==> config.mk <==
export PLATFORM = sky130hd
export DESIGN_NAME = qdac_serial_ctrl
export DESIGN_NICKNAME = d
export VERILOG_FILES = /design/src/rtl/qdac_pkg.sv /design/src/rtl/qdac_sync_edge.sv /design/src/rtl/qdac_shifter.sv /design/src/rtl/qdac_decoder.sv /design/src/rtl/qdac_channel.sv /design/src/rtl/qdac_serial_ctrl.sv
export SDC_FILE = /design/constraint.sdc
export NUM_CORES = 1
export LEC_CHECK = 0
export CORE_UTILIZATION = 54
export CTS_BUF_LIST = sky130_fd_sc_hd__clkbuf_8
export DETAILED_ROUTE_END_ITERATION = 16
export GPL_ROUTABILITY_DRIVEN = 0
export GPL_TIMING_DRIVEN = 0
export PLACE_DENSITY = 0.81
export RECOVER_POWER = 50
export SLEW_MARGIN = 20
export SYNTH_ARGS = -nofsm -noshare
export SYNTH_HDL_FRONTEND = slang
export SYNTH_HIERARCHICAL = 1
export SYNTH_SLANG_ARGS = --single-unit
==> constraint.sdc <==
create_clock -name clk -period 9 [get_ports clk]
set_clock_uncertainty 0.05 [all_clocks]
set_input_delay 0.9 -clock clk [delete_from_list [all_inputs] [get_ports clk]]
set_output_delay 0.9 -clock clk [all_outputs]
set_load 0.02 [all_outputs]
==> src/rtl/qdac_pkg.sv <==
package qdac_pkg;
   localparam int WORD_W = 16;
   localparam int DATA_W = 12;
   localparam int NUM_CH = 4;
   localparam int SEL_W  = 2;

   typedef enum logic [1:0] {
      ACT_LOAD   = 2'b00,
      ACT_UPDATE = 2'b01,
      ACT_BOTH   = 2'b10,
      ACT_BCAST  = 2'b11
   } act_e;
endpackage

==> src/rtl/qdac_sync_edge.sv <==
module qdac_sync_edge #(
   parameter int   STAGES  = 2,
   parameter logic RST_VAL = 1'b0
) (
   input  logic clk,
   input  logic rst_n,
   input  logic d,
   output logic lvl,
   output logic rise,
   output logic fall
);
   logic [STAGES:0] chain_q;

   initial assert (STAGES >= 2) else $error("STAGES must be at least 2");

   always_ff @(posedge clk or negedge rst_n) begin
      if (!rst_n) chain_q <= {(STAGES+1){RST_VAL}};
      else        chain_q <= {chain_q[STAGES-1:0], d};
   end

   assign lvl  = chain_q[STAGES-1];
   assign rise = chain_q[STAGES-1] & ~chain_q[STAGES];
   assign fall = ~chain_q[STAGES-1] & chain_q[STAGES];
endmodule

==> src/rtl/qdac_shifter.sv <==
module qdac_shifter
   import qdac_pkg::*;
(
   input  logic              clk,
   input  logic              rst_n,
   input  logic              cs_low,
   input  logic              cs_rise,
   input  logic              cs_fall,
   input  logic              sck_rise,
   input  logic              sck_fall,
   input  logic              sdi_s,
   output logic [WORD_W-1:0] word_q,
   output logic              word_vld,
   output logic              sdo
);
   localparam int CNT_W = $clog2(WORD_W + 2);
   localparam logic [CNT_W-1:0] CNT_FULL = CNT_W'(WORD_W);
   localparam logic [CNT_W-1:0] CNT_OVER = CNT_W'(WORD_W + 1);

   logic [WORD_W-1:0] sreg_q;
   logic [CNT_W-1:0]  cnt_q;
   logic              shift_en, out_en, commit;

   assign shift_en = sck_rise & cs_low;
   assign out_en   = sck_fall & cs_low;
   assign commit   = cs_rise & (cnt_q == CNT_FULL);

   always_ff @(posedge clk or negedge rst_n) begin
      if (!rst_n) begin
         sreg_q   <= '0;
         cnt_q    <= '0;
         sdo      <= 1'b0;
         word_q   <= '0;
         word_vld <= 1'b0;
      end else begin
         if (cs_fall) begin
            cnt_q <= '0;
         end else if (shift_en) begin
            sreg_q <= {sreg_q[WORD_W-2:0], sdi_s};
            if (cnt_q != CNT_OVER) cnt_q <= cnt_q + 1'b1;
         end
         if (out_en) sdo <= sreg_q[WORD_W-1];
         word_vld <= commit;
         if (commit) word_q <= sreg_q;
      end
   end

   AST_SDO_ON_FALL: assert property (@(posedge clk) disable iff (!rst_n)
      !out_en |=> $stable(sdo));
   AST_IDLE_NO_SHIFT: assert property (@(posedge clk) disable iff (!rst_n)
      !cs_low |=> $stable(sreg_q));
   AST_SHORT_FRAME: assert property (@(posedge clk) disable iff (!rst_n)
      (cs_rise && cnt_q != CNT_FULL) |=> !word_vld);
endmodule

==> src/rtl/qdac_decoder.sv <==
module qdac_decoder
   import qdac_pkg::*;
(
   input  logic              clk,
   input  logic              rst_n,
   input  logic [WORD_W-1:0] word_q,
   input  logic              word_vld,
   output logic [NUM_CH-1:0] ld_en,
   output logic [NUM_CH-1:0] upd_en,
   output logic [DATA_W-1:0] data
);
   act_e             act;
   logic [SEL_W-1:0] sel;

   assign act  = act_e'(word_q[WORD_W-1 -: 2]);
   assign sel  = word_q[WORD_W-3 -: SEL_W];
   assign data = word_q[DATA_W-1:0];

   always_comb begin
      ld_en  = '0;
      upd_en = '0;
      if (word_vld) begin
         case (act)
            ACT_LOAD:   ld_en[sel] = 1'b1;
            ACT_UPDATE: upd_en[sel] = 1'b1;
            ACT_BOTH: begin
               ld_en[sel]  = 1'b1;
               upd_en[sel] = 1'b1;
            end
            default: begin
               case (sel)
                  2'b00: ld_en = '1;
                  2'b01: upd_en = '1;
                  2'b10: begin
                     ld_en  = '1;
                     upd_en = '1;
                  end
                  default: ;
               endcase
            end
         endcase
      end
   end

   AST_SINGLE_TARGET: assert property (@(posedge clk) disable iff (!rst_n)
      (word_vld && act != ACT_BCAST) |-> $onehot(ld_en | upd_en));
   AST_IDLE_QUIET: assert property (@(posedge clk) disable iff (!rst_n)
      !word_vld |-> (ld_en == '0 && upd_en == '0));
endmodule

==> src/rtl/qdac_channel.sv <==
module qdac_channel #(
   parameter int DAC_W  = 12,
   parameter int DATA_W = 12
) (
   input  logic              clk,
   input  logic              arst_n,
   input  logic              ld,
   input  logic              upd,
   input  logic [DATA_W-1:0] data_in,
   output logic [DAC_W-1:0]  code
);
   logic [DAC_W-1:0] trim;
   logic [DAC_W-1:0] inp_q, dac_q;

   generate
      if (DAC_W == DATA_W) begin : g_full
         assign trim = data_in;
      end else begin : g_trunc
         logic unused_lsbs;
         assign trim        = data_in[DATA_W-1 -: DAC_W];
         assign unused_lsbs = ^data_in[DATA_W-DAC_W-1:0];
      end
   endgenerate

   always_ff @(posedge clk or negedge arst_n) begin
      if (!arst_n) begin
         inp_q <= '0;
         dac_q <= '0;
      end else begin
         if (ld)  inp_q <= trim;
         if (upd) dac_q <= ld ? trim : inp_q;
      end
   end

   assign code = dac_q;

   AST_LOAD_HOLDS_OUT: assert property (@(posedge clk) disable iff (!arst_n)
      (ld && !upd) |=> $stable(dac_q));
   AST_UPD_COPIES: assert property (@(posedge clk) disable iff (!arst_n)
      (upd && !ld) |=> dac_q == $past(inp_q));
   AST_BOTH_SAME: assert property (@(posedge clk) disable iff (!arst_n)
      (upd && ld) |=> (dac_q == inp_q));
endmodule

==> src/rtl/qdac_serial_ctrl.sv <==
module qdac_serial_ctrl
   import qdac_pkg::*;
#(
   parameter int DAC_W       = 12,
   parameter int SYNC_STAGES = 2
) (
   input  logic                    clk,
   input  logic                    rst_n,
   input  logic                    clr_n,
   input  logic                    cs_n,
   input  logic                    sck,
   input  logic                    sdi,
   output logic                    sdo,
   output logic [NUM_CH*DAC_W-1:0] dac_code
);
   initial assert (DAC_W == 8 || DAC_W == 10 || DAC_W == 12)
      else $error("DAC_W must be 8, 10 or 12");

   logic cs_lvl, cs_rise, cs_fall;
   logic sck_lvl_unused, sck_rise, sck_fall;
   logic sdi_s, sdi_rise_unused, sdi_fall_unused;
   logic [WORD_W-1:0] word_q;
   logic              word_vld;
   logic [NUM_CH-1:0] ld_en, upd_en;
   logic [DATA_W-1:0] data;
   logic              latch_rst_n;

   assign latch_rst_n = rst_n & clr_n;

   qdac_sync_edge #(.STAGES(SYNC_STAGES), .RST_VAL(1'b1)) u_cs_sync (
      .clk(clk), .rst_n(rst_n), .d(cs_n),
      .lvl(cs_lvl), .rise(cs_rise), .fall(cs_fall));
   qdac_sync_edge #(.STAGES(SYNC_STAGES), .RST_VAL(1'b0)) u_sck_sync (
      .clk(clk), .rst_n(rst_n), .d(sck),
      .lvl(sck_lvl_unused), .rise(sck_rise), .fall(sck_fall));
   qdac_sync_edge #(.STAGES(SYNC_STAGES), .RST_VAL(1'b0)) u_sdi_sync (
      .clk(clk), .rst_n(rst_n), .d(sdi),
      .lvl(sdi_s), .rise(sdi_rise_unused), .fall(sdi_fall_unused));

   qdac_shifter u_shift (
      .clk(clk), .rst_n(rst_n), .cs_low(~cs_lvl), .cs_rise(cs_rise),
      .cs_fall(cs_fall), .sck_rise(sck_rise), .sck_fall(sck_fall),
      .sdi_s(sdi_s), .word_q(word_q), .word_vld(word_vld), .sdo(sdo));

   qdac_decoder u_dec (
      .clk(clk), .rst_n(rst_n), .word_q(word_q), .word_vld(word_vld),
      .ld_en(ld_en), .upd_en(upd_en), .data(data));

   generate
      for (genvar ch = 0; ch < NUM_CH; ch++) begin : g_ch
         qdac_channel #(.DAC_W(DAC_W), .DATA_W(DATA_W)) u_ch (
            .clk(clk), .arst_n(latch_rst_n), .ld(ld_en[ch]), .upd(upd_en[ch]),
            .data_in(data), .code(dac_code[ch*DAC_W +: DAC_W]));
      end
   endgenerate

   AST_CLR_ZERO: assert property (@(posedge clk) disable iff (!rst_n)
      !clr_n |-> dac_code == '0);
   AST_NO_CMD_NO_CHANGE: assert property (@(posedge clk) disable iff (!latch_rst_n)
      !$past(word_vld) |-> $stable(dac_code));
endmodule

==> impl_metrics.yaml <==
status:
  status: "finished, violations left"
  violations: "max-capacitance violations, max-slew violations"
timing:
  setup_violations: 0
  finalWorstPathRequiredPeriod_ps: 3740
  fin_crit_sh_pct: 41.6
  fmax_ghz: 0.267
  hold_viol_final: 0
  hold_ws_ps: 299
  tightestPinTransition_ps: 2740
  slew_violations: 75
  relSlewSlack_pct: -82.7
  tns_ps: 0
  rsz0062_at_grt: "false"
synthesis:
  avgSynthCellArea_sq_um: 16.3
  netlist_area_sq_um: 5890
  syn_inst: 361
  yosys_warnings: 6
  synth_nets: 377
worst_setup_path:
  cp.arrival_ps: 3650
  worst-path-buf-inv: 1
  r2r_start: "u_shift/word_q[12]"
  critPathMaxFanout: 41
  crit_required_ps: 8910
  critPathCaptureType: "asynchronous set/reset pin"
  crit_family: "simple AND/OR/NAND/NOR gates"
  r2r_slack_ps: 6500
  crit_path_start_kind: "input pin"
  slowest_delay_ps: 2110
  path_cells: "clkbuf_1 > and2_0"
  rr_worst_depth: 7
  criticalPathCategory: "in -> async"
  slowest_stage: "and2_0"
  timing.rr.end: "g_ch[0].u_ch/code[7]"
cts:
  cts_root_buffer: "clkbuf_8"
  cts_htree_levels: 4
  cts_buffer_depth: 2
  ctsResizeCount: 0
  ctsHoldBuffers: 0
  cts_sinks: 143
  cts_buffers: 17
  cts_setup_buffers: 0
  cts_tree: "yes"
  clock_latency_ps: 440
  path_clk_slew_ps: 70
cells_and_area:
  syn_to_final_growth_pct: 19.3
  final_cell_mix: "140 x dfrtp_1, 77 x mux2_2, 50 x clkdlybuf4s50_1"
  diodes: 0
  layout_commonest_cell: "dfrtp_1"
  final_nets: 452
  drive_above_1_share_pct: 40.5
detailed_routing:
  drtAntennaViolNets: 0
  highest_layer: "met4"
  drt_iter0_drc: 94
  wl_per_cell_um: 17.9
  route.detailed.drc: 0
  vias_per_cell: 5.23
  firstDrtPassIters: 4
  wl_um: 10500
  wl_met2_um: 5010
  route.vias.total: 3058
  wl_met3_um: 275
  drt-met1-wl_um: 4980
floorplanning:
  ios: 55
  fp-row-count: 37
  dieWidth_um: 106
  dieHeight_um: 106
  coreArea_sq_um: 10500
  die-area_sq_um: 11300
  start_util_pct: 56.3
global_route:
  grt_pass1_vias: 3295
  track_usage_pct: 20.7
  grt_pass1_wl_um: 17300
  grt-ovfl-total: 0
  antenna_found_initial: 0
  grt_max_degree: 57
placement:
  io_buffers: 54
  hpwl_um: 7160
power_and_ir_drop:
  p_per_area_nw_per_um2: 183
  cellLeakagePower_nw: 3.39
  irDropWorstVdd_v: 0.000154
hold_path:
  holdPathEnd: "u_sdi_sync/chain_q[1]"
  holdCritStartpoint: "u_sdi_sync/chain_q[0]"
  hold_class: "reg -> reg"
  holdPathStages: 0
job:
  maxCapViolations: 2
registers in the layout, summed over array words and instances (netlist names):
signal / flops
u_shift/word_vld: 1
u_sck_sync/chain_q: 3
u_shift/sreg_q: 16
u_shift/sdo: 1
g_ch.u_ch/inp_q: 48
g_ch.u_ch/code: 48
u_cs_sync/chain_q: 3
u_sdi_sync/chain_q: 2
u_shift/word_q: 16
u_shift/cnt_q: 5
layer usage:
layer / vias to the layer above / GRT usage (%)
met5: - / 0
met4: 0 / 10.2
met3: 17 / 4.90
met2: 60 / 31.0
met1: 1588 / 28.5
li1: 1393 / -
worst max-delay path by stage:
stage / cells after the start / startpoint / endpoint / slack (ps)
after detailed placement: 7 / u_shift/word_q[12] / g_ch[2].u_ch/code[3] / 6560
after global routing: 2 / rst_n / g_ch[0].u_ch/inp_q[4] / 4640
after floorplan: 1 / clr_n / g_ch[0].u_ch/code[0] / 5030
after global placement: 2 / rst_n / g_ch[2].u_ch/code[0] / 1870
after CTS: 7 / u_shift/word_q[12] / g_ch[2].u_ch/code[2] / 6520
final: 2 / rst_n / g_ch[2].u_ch/code[2] / 5260
area by class of cell:
type                       instances  area, sq um
clock inverter                    14          214
multi-input combinational        187         2040
inverter                           8         30.0
buffer                            23          170
clock buffer                      18          248
sequential                       143         3580
tap                              136          170
fill                             747         3440
timing repair buffer              56          566
through the flow:
step | total power [mW] | utilization [%] | cell area, sq um | instances | worst slack (ps)
finish | 1.29 | 67.1 | 7020 | 585 | 5260
global route | 1.33 | 67.1 | 7020 | 585 | 4640
CTS | 1.30 | 67.9 | 7100 | 585 | 6520
detailed placement | 0.724 | 63.5 | 6640 | 553 | 6560
global placement | 0.718 | 63.1 | 6600 | 551 | 1870
floorplan | 0.705 | - | 5890 | 361 | 5030
power breakdown:
part,switching (mW),internal (mW)
combinational,0.0205,0.0169
clock,0.240,0.338
sequential,0.0116,0.659
(Power assumes the default switching activity.)
